<file path="config.mk">
export PLATFORM = sky130hd
export DESIGN_NAME = fmac_core
export DESIGN_NICKNAME = d
export VERILOG_FILES = /design/src/rtl/fmac_pkg.sv /design/src/rtl/fmac_product.sv /design/src/rtl/fmac_accum.sv /design/src/rtl/fmac_readout.sv /design/src/rtl/fmac_core.sv
export SDC_FILE = /design/constraint.sdc
export NUM_CORES = 1
export LEC_CHECK = 0
export BUFFER_PORTS_ARGS = -buffer_cell sky130_fd_sc_hd__buf_2
export CAP_MARGIN = 20
export CORE_ASPECT_RATIO = 1.25
export CORE_MARGIN = 10
export CORE_UTILIZATION = 55
export DETAILED_ROUTE_END_ITERATION = 8
export HOLD_SLACK_MARGIN = 0.03
export PLACE_DENSITY = 0.8
export SYNTH_ARGS = -nofsm -noshare
export SYNTH_HDL_FRONTEND = slang
export SYNTH_SLANG_ARGS = --single-unit
export TNS_END_PERCENT = 10
</file>
<file path="constraint.sdc">
create_clock -name clk -period 11.4 [get_ports clk]
set_input_delay 2.28 -clock clk [delete_from_list [all_inputs] [get_ports clk]]
set_output_delay 2.28 -clock clk [all_outputs]
set_load 0.02 [all_outputs]
</file>
<file path="src/rtl/fmac_pkg.sv">
package fmac_pkg;
  typedef enum logic [2:0] {
    OP_NOP  = 3'd0,
    OP_CLR  = 3'd1,
    OP_LOAD = 3'd2,
    OP_MPY  = 3'd3,
    OP_MAC  = 3'd4
  } fmac_op_e;
endpackage

</file>
<file path="src/rtl/fmac_product.sv">
module fmac_product #(
  parameter int OPW = 16
) (
  input  logic [OPW-1:0]   a,
  input  logic [OPW-1:0]   b,
  input  logic             frac,
  output logic [2*OPW-1:0] prod
);
  localparam int PW = 2 * OPW;

  logic signed [PW-1:0] ax, bx, raw;
  logic                 neg_one_sq;

  // full-width signed product: Q30 for Q15 operands, two sign bits
  function automatic logic [PW-1:0] align(input logic [PW-1:0] p, input logic f,
                                          input logic clamp);
    if (clamp) return {1'b0, {(PW-1){1'b1}}};
    if (f)     return {p[PW-2:0], 1'b0};
    return p;
  endfunction

  assign ax         = {{OPW{a[OPW-1]}}, a};
  assign bx         = {{OPW{b[OPW-1]}}, b};
  assign raw        = ax * bx;
  assign neg_one_sq = frac && (raw == {2'b01, {(PW-2){1'b0}}});
  assign prod       = align(raw, frac, neg_one_sq);
endmodule

</file>
<file path="src/rtl/fmac_accum.sv">
module fmac_accum
  import fmac_pkg::*;
#(
  parameter int OPW  = 16,
  parameter int ACCW = 40
) (
  input  logic            clk,
  input  logic            rst_n,
  input  logic            valid,
  input  logic [2:0]      op,
  input  logic            frac,
  input  logic [OPW-1:0]  load_a,
  input  logic [2*OPW-1:0] prod,
  output logic [ACCW-1:0] acc,
  output logic            wrap_sticky
);
  localparam int PW  = 2 * OPW;
  localparam int GW  = ACCW - PW;

  logic [ACCW-1:0] prod_ext, sum, load_val;
  logic            wrap_evt;

  assign prod_ext = {{GW{prod[PW-1]}}, prod};
  assign sum      = acc + prod_ext;
  // same-sign addends giving a result of the other sign: 40-bit wrap
  assign wrap_evt = (acc[ACCW-1] == prod_ext[ACCW-1]) && (sum[ACCW-1] != acc[ACCW-1]);
  assign load_val = frac ? {{GW{load_a[OPW-1]}}, load_a, {OPW{1'b0}}}
                         : {{(GW+1){load_a[OPW-1]}}, load_a, {(OPW-1){1'b0}}};

  always_ff @(posedge clk or negedge rst_n) begin
    if (!rst_n) begin
      acc         <= '0;
      wrap_sticky <= 1'b0;
    end else if (valid) begin
      case (op)
        OP_CLR:  begin acc <= '0;       wrap_sticky <= 1'b0; end
        OP_LOAD: begin acc <= load_val; wrap_sticky <= 1'b0; end
        OP_MPY:  begin acc <= prod_ext; wrap_sticky <= 1'b0; end
        OP_MAC:  begin acc <= sum;      wrap_sticky <= wrap_sticky | wrap_evt; end
        default: ;
      endcase
    end
  end
endmodule

</file>
<file path="src/rtl/fmac_readout.sv">
module fmac_readout #(
  parameter int OPW  = 16,
  parameter int ACCW = 40
) (
  input  logic [ACCW-1:0] acc,
  input  logic            frac,
  input  logic            round_en,
  input  logic            sat_en,
  output logic [OPW-1:0]  q,
  output logic            oor
);
  logic signed [ACCW:0] acc_x, rnd, sum, shifted;
  logic [ACCW-OPW+1:0]  hi;

  function automatic logic [ACCW:0] half_lsb(input logic f);
    logic [ACCW:0] one;
    one = {{ACCW{1'b0}}, 1'b1};
    return f ? (one << (OPW-1)) : (one << (OPW-2));
  endfunction

  function automatic logic [OPW-1:0] clamp(input logic neg);
    return neg ? {1'b1, {(OPW-1){1'b0}}} : {1'b0, {(OPW-1){1'b1}}};
  endfunction

  assign acc_x   = {acc[ACCW-1], acc};
  assign rnd     = round_en ? half_lsb(frac) : '0;
  assign sum     = acc_x + rnd;
  assign shifted = frac ? (sum >>> OPW) : (sum >>> (OPW-1));
  assign hi      = shifted[ACCW:OPW-1];
  assign oor     = !((&hi) || !(|hi));
  assign q       = (oor && sat_en) ? clamp(shifted[ACCW]) : shifted[OPW-1:0];
endmodule

</file>
<file path="src/rtl/fmac_core.sv">
module fmac_core
  import fmac_pkg::*;
#(
  parameter int OPW  = 16,
  parameter int ACCW = 40
) (
  input  logic            clk,
  input  logic            rst_n,
  input  logic            in_valid,
  input  logic [2:0]      in_op,
  input  logic [OPW-1:0]  in_a,
  input  logic [OPW-1:0]  in_b,
  input  logic            frac_mode,
  input  logic            round_en,
  input  logic            sat_en,
  output logic [ACCW-1:0] acc_out,
  output logic [OPW-1:0]  q15_out,
  output logic            q15_ovf,
  output logic            acc_wrap
);
  logic [2*OPW-1:0] prod_w;
  logic             readout_oor;
  logic             ovf_q;

  fmac_product #(.OPW(OPW)) u_prod (
    .a(in_a), .b(in_b), .frac(frac_mode), .prod(prod_w)
  );

  fmac_accum #(.OPW(OPW), .ACCW(ACCW)) u_acc (
    .clk(clk), .rst_n(rst_n), .valid(in_valid), .op(in_op), .frac(frac_mode),
    .load_a(in_a), .prod(prod_w), .acc(acc_out), .wrap_sticky(acc_wrap)
  );

  fmac_readout #(.OPW(OPW), .ACCW(ACCW)) u_rd (
    .acc(acc_out), .frac(frac_mode), .round_en(round_en), .sat_en(sat_en),
    .q(q15_out), .oor(readout_oor)
  );

  always_ff @(posedge clk or negedge rst_n) begin
    if (!rst_n)                             ovf_q <= 1'b0;
    else if (in_valid && in_op == OP_CLR)   ovf_q <= 1'b0;
    else if (readout_oor)                   ovf_q <= 1'b1;
  end

  assign q15_ovf = ovf_q | readout_oor;
endmodule

</file>
==> results by group, run 1 <==
Outcome
  • Status: finished, final reports clean

Cells and area
  • Fraction of layout cells with a size suffix above 1: 21.79%
  • Register cell area after layout: between 0.001 and 0.0015 mm²
  • Area grow syn2layout: 19.93%
  • Final #Nets: 2555
  • Fin cells: 2521
  • Design Area, Final: 0.01932 mm²
  • Multi-input gate area: 0.01416 mm²
  • Ant diodes: 0
  • Fillers: 2271

Synthesis
  • Synth Flop Type: dfrtp_1
  • Post-synth cell types: 83
  • Top cells by count, synth: 303 x inv_1, 264 x fa_1, 204 x nand2_1
  • Yosys warns: 0
  • Synthesized area: 0.01611 mm²
  • Mapped Avg Cell Area: 8.538 µm²
  • Top-count cell post-synth: inv_1
  • Synth area leaders: fa_1 33%, ha_1 9.8%, inv_1 7.1%, dfrtp_1 6.5%, and2_1 5.3%
  • Synth Instances: ~1900
  • Seq/Total Area, Yosys: 6.523%
  • Synth area leader: fa_1
  • Yosys reg bits: 42
  • Top cell type's share of synthesized area: 32.80%
  • Post-synth ARST share: 100.0%
  • EDFF count, synth: 0
  • Post-Syn Nets: 2318

Critical path
  • Worst Setup SP: in_a[9]
  • Startpoint types: input pin
  • Req. time, crit path: 11580 ps
  • Crit path top cell by count: fa_1
  • CP Max Fanout: 7
  • Crit path max-delay cell type: fa_1
  • Worst path max stage delay: 570 ps
  • Kind of end point of the critical path: register
  • Crit path DAT: 11400 ps
  • Reg-to-Reg Start: u_acc.acc[15]
  • R2R depth: 11
  • Setup CP Type: input pin to register

Global routing
  • GRT Util Overall: 25.83%
  • First-pass GRT wire length: roughly 78000 µm
  • GRT overflow: 0
  • Vias in the first global route: 16210
  • Pin count of the biggest net entering global routing: 60
  • Initial antenna violation count: 0

CTS
  • CTS root buf: clkbuf_16
  • CTS max path bufs: 2
  • Htree depth: 2
  • Total CTS buffers: 5
  • Clock sinks: 42
  • Clock Pin Slew Worst Setup and Hold Paths: 70 ps
  • Worst-Skew Late Latency: 300 ps
  • CTS tree: built

STA
  • Final Hold Viols: 0
  • RSZ-0062 raised after global routing: yes
  • Max Slew Vio Count: 0
  • Min Tclk post-route: 11210 ps
  • Finish-stage setup viols: 0
  • F_max: approximately 0.089 GHz
  • Final Cycle Share: 98.35%
  • Worst-Margin Slew: 947.8 ps
  • Setup Skew: 10.80 ps
  • Max-slew headroom: 36.81%
  • Setup_tns: 0 ps

Route
  • Total Wirelength: 48050 µm
  • Final ANT Viol Nets: 0
  • DRC: 0
  • 1st-iter DRT viols: between 900 and 1000
  • Avg Vias per Cell: between 5 and 6
  • Drt first pass iters: 5
  • DR vias: 14780
  • DR WL/cell: 19.06 µm

Place
  • Hpwl dp: 39590 µm
  • RePlAce Congestion: around 0.99
  • Port buffer count: 98
  • Post-placement cell area: 0.01844 mm²
  • Dpl cells: 2498

Floorplan
  • Total core area: 0.02908 mm²
  • Die area: 0.03658 mm²
  • Chip width: 173.1 µm
  • I/O pin cnt: 99
  • Die Span Y: 211.4 µm
  • Initial Utilization: between 50% and 60%
  • # rows: 70

Hold path
  • Hold crit path type: register to register
  • Hold_sp: u_acc.wrap_sticky
  • Worst hold path depth: 2

Run
  • Max_cap viols: 0
[final cells by class]
cell class,instances,share of cell area (%)
multi-input combinational,1456,73.30
inverter,303,5.886
clock inverter,3,0.1230
timing repair buffer,316,12.04
sequential,42,5.439
clock buffer,5,0.6475
tap,396,2.564
[final timing paths]
| kind | end | slack, ps |
|---|---|---|
| worst max-delay path | u_acc.acc[39] | 190 |
| worst min register to register | u_acc.wrap_sticky | 540 |
| worst max register to register | ovf_q | 7350 |
| min in group asynchronous | u_acc.acc[14] | 1870 |
| max in group asynchronous | u_acc.acc[26] | 9040 |
| worst min-delay path | u_acc.wrap_sticky | 540 |
[registers in the layout, indices dropped and copies added (netlist names)]
signal,cells
u_acc.wrap_sticky,1
u_acc.acc,40
ovf_q,1
[metrics by stage]
| step | util (%) | hold slack, ps | setup WS (ps) |
|---|---|---|---|
| after floorplan | - | 623.2 | -63.20 |
| after global placement | 63.41 | 501.8 | -198.1 |
| after detailed placement | 63.41 | 516.2 | -340.6 |
| after CTS | 63.94 | 535.0 | 12.40 |
| after global routing | 66.45 | 576.3 | -109.0 |
| final | 66.45 | 539.2 | 187.9 |
[kinds of logic (layout without fill, tap and decap cells)]
logic type | after synthesis | count (layout) | share of synthesized area (%)
adder cells (fa/ha/maj) | 390 | 390 | 42.59
buffers and inverters | 389 | 627 | 9.241
XOR/XNOR | 79 | 79 | 4.294
multiplexers | 20 | 20 | 1.305
flip-flops | 42 | 42 | 6.523
AO/OA/AOI/OAI | 369 | 369 | 17.71
AND/OR/NAND/NOR | 598 | 598 | 18.34
[cell usage in the layout, fill, tap and decap left out, drive strengths merged, types with 12 or more instances in the layout]
cell type,count
buf,306
inv,304
fa,264
nand2,205
and2,137
ha,126
nor2,108
a21oi,79
o21ai,62
xnor2,43
a21o,43
dfrtp,42
a221o,37
xor2,36
nor3,31
nand3,27
a31oi,26
a22oi,18
and3,17
o21a,15
clkbuf,15
nand4,13
mux2i,12
[worst max-delay path: cells and delay by family]
family | cells | cell delay, ps
adder cells (fa/ha/maj) | 8 | 3480
AND/OR/NAND/NOR | 6 | 1290
AO/OA/AOI/OAI | 16 | 3490
buffers and inverters | 7 | 860
[metal layers]
layer	track usage, %	share of wire (%)	routed length [µm]
met4	11.70	4.9	2341
met1	28.53	37	17960
met5	0	0	0
met2	48.95	53	25230
met3	2.692	5.3	2526
[timing repair]
action | in CTS | in global routing
cloned | 0 | 2
hold buffers | 0 | 0
buffers inserted | 0 | 12
pin swaps | 0 | 48
gates resized for setup | 1 | 132
setup endpoints to repair | 1 | 27
Power of run 1 is left out: the tool's default activity adds up to more than one toggle a clock period on the data nets, which glitch-free logic cannot reach.
==> inputs of run 2 (changes only) <==
- ABC_AREA: default -> 1
- ABC_CLOCK_PERIOD_IN_PS: default -> 11400
==> run 2 against run 1 <==
Global-route usage increased by 0.95 points. Synthesized area is 5.7% higher. Non-clock buffer count shrank 199. Worst setup slack better by 440 ps. Critical path depth rose by 3. Cell count rose by 19%. Largest cell class unchanged.
==> results by group, run 2 <==
Cells and area
  • Most frequent cells in the layout: 789 x nand2_1, 599 x inv_1, 262 x fa_1, 153 x nor2_1, 126 x ha_1
  • Area grow syn2layout: 5.442%
  • Fin cells: 2993
  • Multi-input gate area: 0.01335 mm²
  • Max reg flops: 40
  • Register cell area after layout: ~0.0011 mm²
  • Final #Nets: 3016
  • Fillers: 2883
  • Largest Register: u_acc.acc
  • Fraction of layout cells with a size suffix above 1: 6.767%
  • Biggest regs: u_acc.acc: 40 flops, ovf_q: 1 flops, u_acc.wrap_sticky: 1 flops
  • Ant diodes: 0
  • Most common cell after layout, fill and taps aside: nand2_1

Critical path
  • Crit path top cell by count: nand2_1
  • Worst Setup SP: in_b[1]
  • Crit path DAT: 10930 ps
  • Worst path max stage delay: 750 ps
  • Setup CP Type: input pin to register
  • CP Max Fanout: 16
  • Req. time, crit path: 11560 ps
  • Startpoint types: input pin
  • Kind of end point of the critical path: register
  • Reg-to-Reg Start: u_acc.acc[14]
  • CP top delay family: adder cells
  • WP buf/inv: 7
  • Crit path max-delay cell type: fa_2

Floorplan
  • Die area: 0.03846 mm²
  • Chip width: about 180 µm
  • Initial Utilization: 55.46%
  • Die Span Y: 216.8 µm
  • Total core area: 0.03072 mm²
  • # rows: 72
  • I/O pin cnt: approximately 100

STA
  • Worst-Margin Slew: just over 900 ps
  • Min Tclk post-route: 10770 ps
  • Setup Skew: 3.911 ps
  • Hold WS: slightly above 500 ps
  • Final setup margin: 631.3 ps
  • Final Hold Viols: 0
  • Setup_tns: 0 ps
  • RSZ-0062 raised after global routing: no
  • F_max: 0.09286 GHz
  • Max-slew headroom: 38.40%
  • Max Slew Vio Count: 0
  • Final Cycle Share: between 90% and 100%
  • Finish-stage setup viols: 0

Place
  • Port buffer count: 98
  • Dpl cells: roughly 3000
  • RePlAce Congestion: slightly above 1
  • Hpwl dp: around 43000 µm
  • Pre-CTS setup slack: 192.4 ps

Global routing
  • Vias in the first global route: 16760
  • Pin count of the biggest net entering global routing: 67
  • Initial antenna violation count: 0
  • GRT overflow: 0
  • GRT Util Overall: 26.78%
  • First-pass GRT wire length: between 80000 and 90000 µm

Synthesis
  • Yosys reg bits: 42
  • Post-synth ARST share: 100.0%
  • Synth Instances: 2555
  • Post-Syn Nets: 2986
  • Top cell type's share of synthesized area: 31.02%
  • Synth area leaders: fa_1 31%, nand2_1 17%, inv_1 13%, ha_1 9.3%, dfrtp_1 6.2%
  • Post-synth cell types: 52
  • EDFF count, synth: 0
  • Synth area leader: fa_1
  • Seq/Total Area, Yosys: 6.169%
  • Top-count cell post-synth: nand2_1
  • Synthesized area: 0.01704 mm²
  • Yosys warns: 0
  • Synth Flop Type: dfrtp_1
  • Top cells by count, synth: 789 x nand2_1, 599 x inv_1, 264 x fa_1
  • Mapped Avg Cell Area: 6.668 µm²

Route
  • Total Wirelength: 51320 µm
  • DR vias: between 15000 and 20000
  • Final ANT Viol Nets: 0
  • Avg Vias per Cell: 5.408
  • DRC: 0
  • DR WL/cell: 17.15 µm
  • 1st-iter DRT viols: 1024
  • Drt first pass iters: 6

CTS
  • Clock Pin Slew Worst Setup and Hold Paths: around 70 ps
  • Worst-Skew Late Latency: 290 ps
  • Htree depth: 2
  • CTS root buf: clkbuf_16
  • Post-CTS Hold Fix Bufs: 0
  • CTS max path bufs: 2
  • Total CTS buffers: 5
  • CTS tree: built
  • Clock sinks: 42

Hold path
  • Hold_sp: u_acc.wrap_sticky
  • Hold crit path type: register to register

Run
  • Max_cap viols: 0

Outcome
  • Status: finished, final reports clean
==> run 2: cell count changes after synthesis, moves of 15 or more <==
cell	before	now
a21o_1	43	6
a21oi_1	78	111
a221o_1	37	0
a31oi_4	15	0
and2_1	137	1
and3_1	17	0
inv_1	303	599
nand2_1	204	789
nand3_1	27	79
nor2_1	108	154
nor3_1	31	15
o21ai_0	53	92
xnor2_1	43	13
==> run 2: layout make-up <==
| cell class | instances | area share, % |
|---|---|---|
| Clock buffer | 6 | 0.7174 |
| Inverter | 602 | 12.58 |
| Multi-Input combinational cell | 1817 | 74.32 |
| Tap cell | 407 | 2.835 |
| Timing Repair Buffer | 117 | 3.622 |
| Clock inverter | 2 | 0.07661 |
| Sequential cell | 42 | 5.850 |
==> run 2: final timing paths <==
path | end | cells after the start | slack (ps)
setup / recovery | u_acc.acc[38] | 40 | 630
hold / removal | u_acc.wrap_sticky | 2 | 510
setup reg to reg | ovf_q | 20 | 7800
hold reg to reg | u_acc.wrap_sticky | 2 | 510
max in group asynchronous | u_acc.acc[0] | 2 | 9130
min in group asynchronous | u_acc.acc[36] | 1 | 1810
==> run 2: repair_timing <==
item / 4_1_cts / 5_1_grt
buffers inserted: 0 / 1
resized for setup: 0 / 5
endpoints found under the setup margin: 0 / 16
==> run 2: per-layer routing <==
layer / wire (µm) / vias to the layer above / global-route usage (%)
met3: 2861 / 148 / 2.512
met5: 0 / - / 0
met2: 26530 / 628 / 49.31
li1: - / 7687 / -
met1: 19490 / 7724 / 30.81
met4: 2431 / 0 / 11.49
==> run 2: kinds of logic (layout without fill, tap and decap cells) <==
kind of cell / Yosys count / count (layout) / share of synthesized area (%)
AOI/OAI and AO/OA: 275 / 275 / 9.136
xor gates and xnor gates: 38 / 38 / 1.953
adders and majority gates: 390 / 390 / 40.27
buffers and inverters: 696 / 727 / 15.53
DFF: 42 / 42 / 6.169
muxes: 3 / 3 / 0.1763
and+or+nand+nor: 1111 / 1111 / 26.76
==> run 2: through the flow <==
step	cell area (µm²)	utilization, %
after floorplan	17040	-
after global placement	17780	57.89
after detailed placement	17780	57.89
after CTS	17930	58.36
after global routing	17960	58.48
final	17960	58.48
==> run 2: worst min-delay path: cells and delay by family (launching register included) <==
family          cells  cell delay, ps
compound gates      1              50
flops               1             350
simple gates        1              80
Power of run 2 is left out for the same reason.
